## src/rtl/adc_wcmp_pkg.sv

```systemverilog
package adc_wcmp_pkg;
  parameter int unsigned DATA_W  = 12;
  parameter int unsigned NUM_SRC = 4;
  parameter int unsigned IDX_W   = 4;

  // flag bit positions
  localparam int unsigned SRC_ABOVE  = 0;
  localparam int unsigned SRC_BELOW  = 1;
  localparam int unsigned SRC_INWIN  = 2;
  localparam int unsigned SRC_LOADED = 3;

  localparam logic [IDX_W-1:0] IDX_NONE = 4'h0;

  function automatic logic [IDX_W-1:0] src_code(input int unsigned src);
    case (src)
      SRC_ABOVE:  src_code = 4'h3;
      SRC_BELOW:  src_code = 4'h4;
      SRC_INWIN:  src_code = 4'h5;
      SRC_LOADED: src_code = 4'h9;
      default:    src_code = IDX_NONE;
    endcase
  endfunction
endpackage

```

## src/rtl/adc_wcmp_classify.sv

```systemverilog
module adc_wcmp_classify
  import adc_wcmp_pkg::*;
#(
  parameter int unsigned DW = DATA_W,
  parameter int unsigned NS = NUM_SRC
) (
  input  logic          valid_i,
  input  logic [DW-1:0] data_i,
  input  logic [DW-1:0] lo_i,
  input  logic [DW-1:0] hi_i,
  output logic [NS-1:0] hit_o
);
  logic gt_hi, lt_lo, ge_lo, le_hi;

  always_comb begin
    gt_hi = data_i > hi_i;
    lt_lo = data_i < lo_i;
    ge_lo = !lt_lo;
    le_hi = !gt_hi;
    hit_o = '0;
    if (valid_i) begin
      hit_o[SRC_ABOVE]  = gt_hi;
      hit_o[SRC_BELOW]  = lt_lo;
      hit_o[SRC_INWIN]  = ge_lo && le_hi;
      hit_o[SRC_LOADED] = 1'b1;
    end
  end
endmodule

```

## src/rtl/adc_wcmp_flags.sv

```systemverilog
module adc_wcmp_flags #(
  parameter int unsigned NS = adc_wcmp_pkg::NUM_SRC
) (
  input  logic          clk_i,
  input  logic          rst_ni,
  input  logic [NS-1:0] hit_i,
  input  logic [NS-1:0] set_i,
  input  logic [NS-1:0] clr_i,
  output logic [NS-1:0] flag_o
);
  for (genvar g = 0; g < NS; g++) begin : g_flag
    logic q, d;
    // set beats clear
    assign d = hit_i[g] | set_i[g] | (q & ~clr_i[g]);
    always_ff @(posedge clk_i or negedge rst_ni) begin
      if (!rst_ni) q <= 1'b0;
      else         q <= d;
    end
    assign flag_o[g] = q;
  end
endmodule

```

## src/rtl/adc_wcmp_prio.sv

```systemverilog
module adc_wcmp_prio
  import adc_wcmp_pkg::*;
#(
  parameter int unsigned NS = NUM_SRC,
  parameter int unsigned IW = IDX_W
) (
  input  logic [NS-1:0] pend_i,
  output logic [IW-1:0] idx_o
);
  // codes rise with bit position: lowest pending bit wins
  always_comb begin
    idx_o = IDX_NONE;
    for (int i = NS - 1; i >= 0; i--) begin
      if (pend_i[i]) idx_o = src_code(i);
    end
  end
endmodule

```

## src/rtl/adc_wcmp_irq.sv

```systemverilog
module adc_wcmp_irq
  import adc_wcmp_pkg::*;
#(
  parameter int unsigned DW = DATA_W,
  parameter int unsigned NS = NUM_SRC,
  parameter int unsigned IW = IDX_W
) (
  input  logic          clk_i,
  input  logic          rst_ni,
  input  logic          res_valid_i,
  input  logic [DW-1:0] res_data_i,
  input  logic [DW-1:0] thr_lo_i,
  input  logic [DW-1:0] thr_hi_i,
  input  logic [NS-1:0] mask_i,
  input  logic [NS-1:0] clr_i,
  input  logic [NS-1:0] set_i,
  output logic [NS-1:0] raw_o,
  output logic [NS-1:0] masked_o,
  output logic [IW-1:0] irq_idx_o,
  output logic          irq_o
);
  logic [NS-1:0] hit;

  adc_wcmp_classify #(.DW(DW), .NS(NS)) u_classify (
    .valid_i (res_valid_i),
    .data_i  (res_data_i),
    .lo_i    (thr_lo_i),
    .hi_i    (thr_hi_i),
    .hit_o   (hit)
  );

  adc_wcmp_flags #(.NS(NS)) u_flags (
    .clk_i  (clk_i),
    .rst_ni (rst_ni),
    .hit_i  (hit),
    .set_i  (set_i),
    .clr_i  (clr_i),
    .flag_o (raw_o)
  );

  assign masked_o = raw_o & mask_i;
  assign irq_o    = |masked_o;

  adc_wcmp_prio #(.NS(NS), .IW(IW)) u_prio (
    .pend_i (masked_o),
    .idx_o  (irq_idx_o)
  );
endmodule

```

## config.mk

```make
export PLATFORM = sky130hd
export DESIGN_NAME = adc_wcmp_irq
export DESIGN_NICKNAME = d
export VERILOG_FILES = /design/src/rtl/adc_wcmp_pkg.sv /design/src/rtl/adc_wcmp_classify.sv /design/src/rtl/adc_wcmp_flags.sv /design/src/rtl/adc_wcmp_prio.sv /design/src/rtl/adc_wcmp_irq.sv
export SDC_FILE = /design/constraint.sdc
export NUM_CORES = 1
export LEC_CHECK = 0
export ABC_AREA = 1
export BUFFER_PORTS_ARGS = -buffer_cell sky130_fd_sc_hd__buf_2
export CORE_MARGIN = 8
export CORE_UTILIZATION = 38
export CTS_BUF_LIST = sky130_fd_sc_hd__clkbuf_4
export CTS_CLUSTER_SIZE = 14
export DETAILED_ROUTE_END_ITERATION = 10
export PLACE_DENSITY_LB_ADDON = 0.05
export SYNTH_ARGS = -nofsm -noshare
export SYNTH_HDL_FRONTEND = slang
export SYNTH_SLANG_ARGS = --single-unit
```

## constraint.sdc

```tcl
create_clock -name clk_i -period 0.8 [get_ports clk_i]
set_clock_uncertainty 0.1 [all_clocks]
set_input_delay 0.04 -clock clk_i [delete_from_list [all_inputs] [get_ports clk_i]]
set_output_delay 0.04 -clock clk_i [all_outputs]
set_load 0.01 [all_outputs]
```

==> reports/results.txt <==
CP Launch Type: flop
Clock latency on the worst-skew pair: 0.24 ns
Outcome: finished with violations
Failing checks: hold timing, setup timing
Hold_ws: -0.0925 ns
Period minus WS final: 1.32 ns
Fin util: 83.7%
Crit path required time: 0.66 ns
Regs by FF count: u_flags.g_flag.q: 4 flops
Max reg flops: 4
Area Growth Syn to Fin: 106%
Fillers: 128
Max Fclk: 0.758 GHz
PwrDens: 807 mW/mm^2
Number of remaining DRC errors: 0
Placed insts: 243
Fin cells: 253
Sequential fraction of the synthesis area: 10.9%
Final wirelength: 3600 um
Core ar.: 0.00225 mm^2
Die height: 65.1 um
Max-slew headroom: 86.5%
Vias in the first global route: 1,255
ANT cells: 0
FF-to-FF setup slack: -0.19 ns
Die width: 65.1 um
Hold buffer count at cts: 2
Initial Util: 40.6%
Worst R2R Path Depth: 3
Share of layout cells above drive strength 1: 64.0%
Pins over their slew limit: 0
Xor and xnor fraction of the mapped netlist area: 0%
Worst Max-Slew Pin Slew: 0.202 ns
Crit path kind: flop to output pin
Top fanout value on the critical path: 3
Post-Syn Instances: 151
Synth Area per Inst: 6.06 um^2
Vias: 1,184
GRT Resource Usage Total: 13.8%
Delay-heaviest family, CP: flip-flops
Hold depth: 3
DIE AREA: 0.00423 mm^2
WP data arrival: 1.18 ns
Cell breakdown of the critical path: nand2_2 > inv_2 > o21ai_1 > nand2_1 > buf_2
Origin of the critical flop-to-flop path: u_flags.g_flag[2].q
Max Cap Viol: 0
Worst Hold Path EP: u_flags.g_flag[3].q
DR WL/cell: 14.2 um
Ports: 64
Port Buffers: 63
Worst slack, placed: -0.479 ns
Hold Path Class: primary input to flop
Critical path endpoint category: output pin
First-pass GRT wire length: 4900 um
H-Tree Depth: 1
Compound-gate portion of the synthesized area: 8.34%
Clk buf depth: 2
Largest net degree at the start of global routing: 5
Fin. Hold Viols: 4
GRT overflow: 0
Cell Area, Synth: 915 um^2
Drt pass-1 iters: 4
RSZ-0062 raised after global routing: true
DR vias/cell: 4.68
CTS buffer count: 3
Final setup vio count: 17
Reg2reg end: u_flags.g_flag[2].q
Final net count: 301
Main combinational cell family by area after synthesis: adder cells
Worst-path clk slew: 0.04 ns
Clock sinks: 4
Distinct cells, synth: 15
Crit path depth: 5
Peak supply drop: 0.000556 V
Adder-cell share of the synthesized area: 31.5%
RD Place Congestion: 0.748
CP bufs+invs: 2
Final worst setup slack: -0.519 ns
#FFs+latches synth: 4
Simple-Gate Fraction of Synth Area: 25.9%
Total number of yosys warnings: 0
CP max stage delay: 0.39 ns
Post-Syn Nets: 225
Placed wire-length estimate: 2460 um
DRT iter0 DRCs: 36
Root Driver: clkbuf_4
Row count: 17
Final Cycle Share: 165%
Worst Hold Launch: set_i[3]
Largest Register: u_flags.g_flag.q
DRT antenna net count: 0
Initial antenna violation count: 0
CTS tree: built
Post-synthesis mux area share: 0%
Leak: 0.00103 uW
Slowest-stage cell, CP: dfrtp_1
## worst max-delay path by stage
stage / start / end / slack (ns)
floorplan: thr_hi_i[11] / u_flags.g_flag[2].q / -0.24
global placement: thr_hi_i[11] / u_flags.g_flag[2].q / -0.46
detailed placement: thr_hi_i[11] / u_flags.g_flag[2].q / -0.48
CTS: u_flags.g_flag[0].q / irq_idx_o[3] / -0.39
global route: u_flags.g_flag[3].q / irq_idx_o[0] / -0.58
finish: u_flags.g_flag[3].q / irq_idx_o[0] / -0.52
## repair_timing
action                     CTS  global route
pin swaps                   23            31
setup buffers                3             2
setup endpoints to repair   17            17
resized for setup           33            45
hold endpoints to repair     8             4
## cell usage in the layout, fill, tap and decap left out, drive strengths merged
cell / instances
nor3: 1
dlygate4sd3: 2
nand2: 42
buf: 74
o21ai: 4
nand3: 4
dfrtp: 4
ha: 23
inv: 47
nor2: 9
a21oi: 9
clkbuf: 3
a21o: 1
nand4: 2
## logic make-up after synthesis
kind of cell | after synthesis
compound gates | 14
fa+ha+maj | 23
buf+inv | 52
simple gates | 58
flops | 4
## worst register-to-register path: stages (launching register included)
cell     delay, ns
dfrtp_1       0.39
buf_4         0.15
a21oi_1       0.16
nand2_1       0.08
## area by class of cell
type	instances	area, um^2	area share (%)
Clock buffer	3	22.5	1.19
Inverter	47	206	10.9
Multi-Input combinational cell	95	902	47.8
Sequential cell	4	100	5.31
Tap cell	28	35.0	1.86
Timing Repair Buffer	76	621	32.9
## power by group
| group | internal, uW | switching [uW] | leakage [uW] | total (uW) |
|---|---|---|---|---|
| Sequential | 219 | 14.2 | 0.0000405 | 233 |
| Clock | 168 | 83.8 | 0.0000138 | 252 |
| Combinational | 558 | 479 | 0.000977 | 1040 |
## per-layer routing
layer	up-vias	global-route usage [%]	part of all wire [%]	wire [um]
met1	529	13.8	34	1230
met5	-	0	0	0
met3	10	3.26	5.7	205
li1	602	-	-	-
met4	0	4.90	2.8	101
met2	43	26.7	57	2060
## synthesized netlist by cell type
cell,instances,area [um^2]
nor3_1,1,5.00
inv_1,47,176
ha_1,23,288
dfrtp_1,4,100
nand3_1,4,20.0
nor2_1,7,26.3
a21o_1,1,7.51
o21ai_2,1,8.76
nand2_1,41,154
o21ai_0,3,15.0
a21oi_1,9,45.0
buf_4,5,37.5
nor2_2,2,12.5
nand2_2,1,6.26
nand4_1,2,12.5
## stage by stage
stage                     cell area [um^2]  TNS, ns  total power [uW]  hold WS, ns
after floorplan                       1100   -0.860               656       -0.356
after global routing                  1890    -5.61              1660      -0.0898
final                                 1890    -4.96              1520      -0.0925
after global placement                1460    -1.85               921       -0.255
after detailed placement              1460    -2.05               949       -0.249
after CTS                             1690    -3.99              1330       -0.101
Note: power is estimated with default switching activity, not from simulation.
